$ cat config.mk
export PLATFORM = sky130hd
export DESIGN_NAME = audio_sync_gen
export DESIGN_NICKNAME = d
export VERILOG_FILES = /design/src/rtl/asg_pkg.sv /design/src/rtl/asg_bit_div.sv /design/src/rtl/asg_frame_cnt.sv /design/src/rtl/audio_sync_gen.sv
export SDC_FILE = /design/constraint.sdc
export NUM_CORES = 1
export LEC_CHECK = 0
export BUFFER_PORTS_ARGS = -buffer_cell sky130_fd_sc_hd__buf_2
export CORE_MARGIN = 2
export CORE_UTILIZATION = 50
export CTS_CLUSTER_DIAMETER = 120
export DETAILED_ROUTE_END_ITERATION = 8
export PLACE_DENSITY = 0.68
export SLEW_MARGIN = 20
export SYNTH_ARGS = -nofsm -noshare
export SYNTH_HDL_FRONTEND = slang
export SYNTH_HIERARCHICAL = 1
export SYNTH_SLANG_ARGS = --single-unit
$ cat constraint.sdc
create_clock -name clk -period 5.43 [get_ports clk]
set_input_delay 0.2715 -clock clk [delete_from_list [all_inputs] [get_ports clk]]
set_output_delay 0.2715 -clock clk [all_outputs]
set_load 0.1 [all_outputs]
$ cat src/rtl/asg_pkg.sv
package asg_pkg;
  typedef enum logic [1:0] {
    FMT_I2S  = 2'd0,
    FMT_LEFT = 2'd1,
    FMT_DSPA = 2'd2,
    FMT_DSPB = 2'd3
  } sync_fmt_e;
endpackage

$ cat src/rtl/asg_bit_div.sv
module asg_bit_div #(
  parameter int DIV_W = 8
) (
  input  logic             clk,
  input  logic             rst,
  input  logic             run,
  input  logic [DIV_W-1:0] last,
  input  logic             inv,
  output logic             bclk_o,
  output logic             rise_o,
  output logic             fall_o,
  output logic             fall_tick
);
  logic [DIV_W-1:0] pc;
  logic             ph;
  logic             tick;

  always_comb begin
    tick      = run && (pc == last);
    fall_tick = tick && ph;
  end

  always_ff @(posedge clk) begin
    if (rst) begin
      pc     <= '0;
      ph     <= 1'b0;
      bclk_o <= 1'b0;
      rise_o <= 1'b0;
      fall_o <= 1'b0;
    end else if (!run) begin
      pc     <= '0;
      ph     <= 1'b0;
      bclk_o <= inv;
      rise_o <= 1'b0;
      fall_o <= 1'b0;
    end else begin
      pc     <= tick ? '0 : pc + 1'b1;
      if (tick) ph <= ~ph;
      bclk_o <= (ph ^ tick) ^ inv;
      rise_o <= tick & ~ph;
      fall_o <= tick & ph;
    end
  end

  p_div_range_r2: assert property (@(posedge clk) disable iff (rst)
    run |-> pc <= last);
  p_strobe_excl_r3: assert property (@(posedge clk) disable iff (rst)
    rise_o |-> !fall_o);
  p_rise_edge_r3: assert property (@(posedge clk) disable iff (rst)
    rise_o |-> ph && !$past(ph));
  p_fall_edge_r3: assert property (@(posedge clk) disable iff (rst)
    fall_o |-> !ph && $past(ph));
endmodule

$ cat src/rtl/asg_frame_cnt.sv
module asg_frame_cnt #(
  parameter int LEN_W = 10
) (
  input  logic             clk,
  input  logic             rst,
  input  logic             run,
  input  logic             adv,
  input  logic [LEN_W-1:0] last_bit,
  input  logic [LEN_W-1:0] width,
  input  logic             act_hi,
  output logic             fs_o
);
  logic [LEN_W-1:0] bc;
  logic [LEN_W-1:0] bc_n;
  logic             act_q;

  always_comb begin
    bc_n = bc;
    if (adv) bc_n = (bc == last_bit) ? '0 : bc + 1'b1;
  end

  always_ff @(posedge clk) begin
    if (rst) begin
      bc    <= '0;
      act_q <= 1'b0;
      fs_o  <= 1'b1;
    end else if (!run) begin
      bc    <= '0;
      act_q <= 1'b0;
      fs_o  <= ~act_hi;
    end else begin
      bc    <= bc_n;
      act_q <= (bc_n < width);
      fs_o  <= ~((bc_n < width) ^ act_hi);
    end
  end

  p_bc_range_r4: assert property (@(posedge clk) disable iff (rst)
    run |-> bc <= last_bit);
  p_dsp_one_bit_r6: assert property (@(posedge clk) disable iff (rst)
    run && width == LEN_W'(1) && act_q |-> bc == '0);
endmodule

$ cat src/rtl/audio_sync_gen.sv
module audio_sync_gen
  import asg_pkg::*;
#(
  parameter int DIV_W = 8,
  parameter int LEN_W = 10,
  parameter int WL_W  = 6,
  parameter int CH_W  = 5
) (
  input  logic             clk,
  input  logic             rst,
  input  logic             en,
  input  logic [DIV_W-1:0] clk_div,
  input  logic [LEN_W-1:0] frame_len,
  input  logic [WL_W-1:0]  word_len,
  input  logic [CH_W-1:0]  chan_cnt,
  input  logic [1:0]       fmt,
  input  logic             fs_inv,
  input  logic             bclk_inv,
  output logic             bclk,
  output logic             fsync,
  output logic             launch_stb,
  output logic             sample_stb,
  output logic             cfg_err
);
  localparam int NEED_W = WL_W + CH_W;
  localparam int CMP_W  = (LEN_W > NEED_W) ? LEN_W : NEED_W;

  logic [DIV_W-1:0] div_s;
  logic [LEN_W-1:0] len_s;
  sync_fmt_e        fmt_s;
  logic             fsinv_s, bcinv_s;
  logic [CMP_W-1:0] need;
  logic             bad_cfg;
  logic             run;
  logic [DIV_W-1:0] div_last;
  logic [LEN_W-1:0] bit_last;
  logic [LEN_W-1:0] fs_width;
  logic             act_hi;
  logic             fall_tick;

  always_comb begin
    need     = CMP_W'(word_len) * CMP_W'(chan_cnt);
    bad_cfg  = (frame_len == '0) || (CMP_W'(frame_len) < need);
    run      = en && !cfg_err;
    div_last = (div_s == '0) ? '0 : div_s - 1'b1;
    bit_last = len_s - 1'b1;
    fs_width = (fmt_s == FMT_I2S || fmt_s == FMT_LEFT) ? (len_s >> 1) : LEN_W'(1);
    act_hi   = (fmt_s != FMT_I2S) ^ fsinv_s;
  end

  always_ff @(posedge clk) begin
    if (rst) begin
      div_s   <= '0;
      len_s   <= '0;
      fmt_s   <= FMT_I2S;
      fsinv_s <= 1'b0;
      bcinv_s <= 1'b0;
      cfg_err <= 1'b0;
    end else if (!en) begin
      div_s   <= clk_div;
      len_s   <= frame_len;
      fmt_s   <= sync_fmt_e'(fmt);
      fsinv_s <= fs_inv;
      bcinv_s <= bclk_inv;
      cfg_err <= bad_cfg;
    end
  end

  asg_bit_div #(.DIV_W(DIV_W)) u_div (
    .clk       (clk),
    .rst       (rst),
    .run       (run),
    .last      (div_last),
    .inv       (bcinv_s),
    .bclk_o    (bclk),
    .rise_o    (sample_stb),
    .fall_o    (launch_stb),
    .fall_tick (fall_tick)
  );

  asg_frame_cnt #(.LEN_W(LEN_W)) u_frame (
    .clk      (clk),
    .rst      (rst),
    .run      (run),
    .adv      (fall_tick),
    .last_bit (bit_last),
    .width    (fs_width),
    .act_hi   (act_hi),
    .fs_o     (fsync)
  );

  p_err_quiet_r9: assert property (@(posedge clk) disable iff (rst)
    cfg_err && en && $past(cfg_err) |-> !launch_stb && !sample_stb);
  p_cfg_hold_r10: assert property (@(posedge clk) disable iff (rst)
    en && $past(en) |-> $stable(len_s) && $stable(div_s) && $stable(fmt_s));
endmodule

==> results by group <==
Synthesis
  – Synth Flop Type: dfxtp_1
  – Post-Synthesis Cells: 434
  – Synth area leader: dfxtp_1
  – Mapped Area: around 3800 µm²
  – Unique masters post-synth: 57
  – Register area share after synthesis: 24.1%
  – Warnings, synthesis: 6
  – Top cells by area, synth: dfxtp_1 24%, ha_1 14%, xnor2_1 6.4%
  – Net count after synthesis: around 530
  – Number of flops mapped to enable cells by yosys: 0
  – Post-synthesis async set-or-reset flop share: 0%
  – Top-area cell type share of the netlist area: 24.1%
  – Register bit total from synthesis: 46
  – Synth Area per Inst: 8.81 µm²

Timing
  – Final Cycle Share: 84.9%
  – Final Slew Violations: 0
  – Max Freq: around 220 MHz
  – TNS Setup: 0 ns
  – Final setup viols: 0
  – Relative slew slack: 53.0%
  – Final Hold Vio Count: 0
  – RSZ-0062 raised after global routing: no
  – Period minus WS final: 4.61 ns
  – Worst clock skew: ~0.0060 ns
  – Worst Max-Slew Pin Slew: between 0.7 and 0.8 ns

Clock tree
  – CTS buffer count: 5
  – Post-CTS Setup Bufs: 0
  – CTS Root Cell: clkbuf_8
  – Hold_buf cts: 0
  – Clock transition at path regs: around 0.09 ns
  – CTS tree: built
  – CTS Buffer Depth: 2
  – Clock latency on the worst-skew pair: 0.30 ns
  – Post-CTS resize count: 0
  – Clock sink count: 46
  – H-Tree Level Count: 2

Min path
  – HP Class: primary input to register

Power
  – Combinational fraction of design power: 38.7%
  – Psw: 0.000367 W
  – Leakage power: 1.91 nW
  – IR drop worst, VDD: 0.000135 V
  – Clock power share: 25.1%
  – Sw Ratio: 35.8%
  – Int Pwr: between 0.0006 and 0.0007 W
  – Sequential share of power: 36.2%
  – Pwr dens: 244 nW/µm²

Critical path
  – Worst reg2reg setup slack: 0.82 ns
  – Largest fanout on the critical path: 11
  – Worst setup EP type: register
  – Worst path most repeated cell: nor2_1
  – CP Buf/Inv Count: 0
  – Worst path required time: about 5.6 ns
  – Crit Path Category: register to register
  – CP arrival: 4.81 ns
  – CP Launch Type: register
  – Crit path cell chain: or4_4, nor2_4, nand2_2, nor2_4, nor2_1, xnor2_1, nand4_1, nor3_1, ha_1, nand3_1, nor2_1, nand3_1, xor2_1, nor2_1, ha_1, o21a_1, o221ai_1, nand4b_1, or3_1, a21o_1
  – Top delay family on crit path: simple AND/OR/NAND/NOR gates
  – Worst path max stage delay: 0.56 ns
  – Crit-path slowest cell: or4_4

Routing
  – First-pass DRT Iterations: 4
  – DR iter-0 viols: 82
  – Drt wl/cell: ~13 µm
  – Antenna viol nets, final: 0
  – Aggregate routed wire length: 7490 µm
  – Post-route DRC: 0
  – Drt via density: 5.25
  – Via Count: 3003

Die
  – Die height: 91.5 µm
  – Core outline area: about 7300 µm²
  – Rows: 31
  – Die width: 91.5 µm
  – Die ar.: approximately 8400 µm²
  – Initial Util: between 50% and 60%
  – IO Pins: 41

Final layout
  – Non-Filler Instances: around 570
  – Area delta synth->final: 9.91%
  – Final instance area: around 4200 µm²
  – Share of layout cells above drive strength 1: 15.2%
  – Final nets: 563
  – Ant. Diodes: 0

Global routing
  – Initial antenna violation count: 0
  – Number of global-route vias before repair: roughly 3000
  – Largest net degree at the start of global routing: 31
  – First-pass GRT wire length: 13500 µm
  – Global route overflow: 0
  – All-Layer GR Usage: 19.5%

Job
  – # Max-Cap Violations: 0

Place
  – GPL Wtd Cong: 0.875
  – # placed instances: 564
  – Post-DP HPWL: roughly 6200 µm
  – Post-DP Area: 4090 µm²
  – # port buffers: 40

Run status
  – Outcome: complete, no violations
==> metrics by stage <==
stage          worst slack [ns]  util, %  power [W]  hold slack [ns]
2_1_floorplan              1.18        -   0.000695            0.341
3_3_place_gp               1.05     55.8   0.000769            0.450
3_5_place_dp              0.884     55.8   0.000779            0.461
4_1_cts                   0.848     57.3    0.00104            0.189
5_1_grt                   0.386     57.3    0.00110            0.215
6_report                  0.818     57.3    0.00103            0.196
==> power groups by stage <==
stage / Clock, W / Combinational (W) / Sequential, W
2_1_floorplan: 0 / 0.000290 / 0.000406
3_3_place_gp: 0 / 0.000389 / 0.000380
3_5_place_dp: 0 / 0.000399 / 0.000380
4_1_cts: 0.000266 / 0.000402 / 0.000372
5_1_grt: 0.000278 / 0.000451 / 0.000375
6_report: 0.000257 / 0.000397 / 0.000372
==> flip-flops by register name, summed over array words and instances (netlist names), 2 cells and up <==
register    count
u_div/pc        8
fmt_s           2
div_s           8
len_s          10
u_frame/bc     10
==> worst min-delay path, cell delays in order <==
cell and delay [ns]:
buf_2 0.07, mux2i_1 0.05, nor2_1 0.07
==> cells in the final DEF, fill, tap and decap left out, types with 2 or more instances in the layout <==
| cell type | netlist | layout |
|---|---|---|
| nor2_2 | 6 | 6 |
| nand2b_1 | 4 | 4 |
| and3_1 | 2 | 2 |
| nand4_1 | 5 | 5 |
| nand2_1 | 17 | 17 |
| nor2_4 | 3 | 3 |
| fa_1 | 12 | 12 |
| nor2b_1 | 10 | 10 |
| nor2_1 | 57 | 57 |
| o21ai_0 | 14 | 14 |
| nand4b_1 | 2 | 2 |
| nor4_1 | 3 | 3 |
| mux2i_1 | 22 | 22 |
| xnor2_1 | 28 | 28 |
| nand2_2 | 2 | 2 |
| inv_1 | 30 | 30 |
| a21o_1 | 7 | 7 |
| nor3_1 | 6 | 6 |
| buf_2 | 2 | 40 |
| a21oi_1 | 7 | 7 |
| ha_1 | 43 | 43 |
| a31oi_1 | 4 | 4 |
| clkbuf_8 | 0 | 5 |
| or3_1 | 3 | 3 |
| nand3_1 | 14 | 14 |
| nor3_2 | 2 | 2 |
| a211oi_1 | 2 | 2 |
| and3b_1 | 3 | 3 |
| dfxtp_1 | 46 | 46 |
| xor2_1 | 22 | 22 |
| clkinvlp_4 | 0 | 2 |
| and2_1 | 24 | 24 |
==> synth_stat cells, types with 5 or more instances <==
cell and count:
a21o_1 7, a21oi_1 7, and2_1 24, dfxtp_1 46, fa_1 12, ha_1 43, inv_1 30, mux2i_1 22
nand2_1 17, nand3_1 14, nand4_1 5, nor2_1 57, nor2_2 6, nor2b_1 10, nor3_1 6, o21ai_0 14
xnor2_1 28, xor2_1 22
==> final cells by class <==
class,count,area (µm²)
Clock inverter,3,45.0
Tap cell,99,124
Multi-Input combinational cell,349,2730
Sequential cell,46,921
Clock buffer,5,68.8
Timing Repair Buffer,40,200
Fill cell,671,3130
Inverter,30,113
==> final timing paths <==
kind	start	end	cells after the start
setup / recovery	div_s[2]$_SDFFE_PP0N_	u_frame/fs_o$_SDFF_PP1_	20
hold / removal	fs_inv	fsinv_s$_SDFFE_PP0N_	3
setup reg to reg	div_s[2]$_SDFFE_PP0N_	u_frame/fs_o$_SDFF_PP1_	20
hold reg to reg	u_div/pc[0]$_SDFF_PP0_	u_div/pc[0]$_SDFF_PP0_	1
==> logic make-up after synthesis <==
kind of cell | Yosys count | synth area share (%)
simple gates | 176 | 25.6
flops | 46 | 24.1
xor+xnor | 51 | 11.9
mux | 22 | 5.76
fa+ha+maj | 55 | 20.4
compound gates | 44 | 7.76
other cells | 1 | 0.0981
buf+inv | 39 | 4.48
==> per-layer routing <==
metal  vias up  global-route usage, %  part of all wire (%)  wire length [µm]
li1       1534                      -                     -                 -
met1      1419                   24.9                    47              3550
met2        36                   33.2                    48              3590
met3        14                   3.32                   2.5               189
met4         0                   6.19                   2.2               165
met5         -                      0                     0                 0
(Power assumes the default switching activity.)
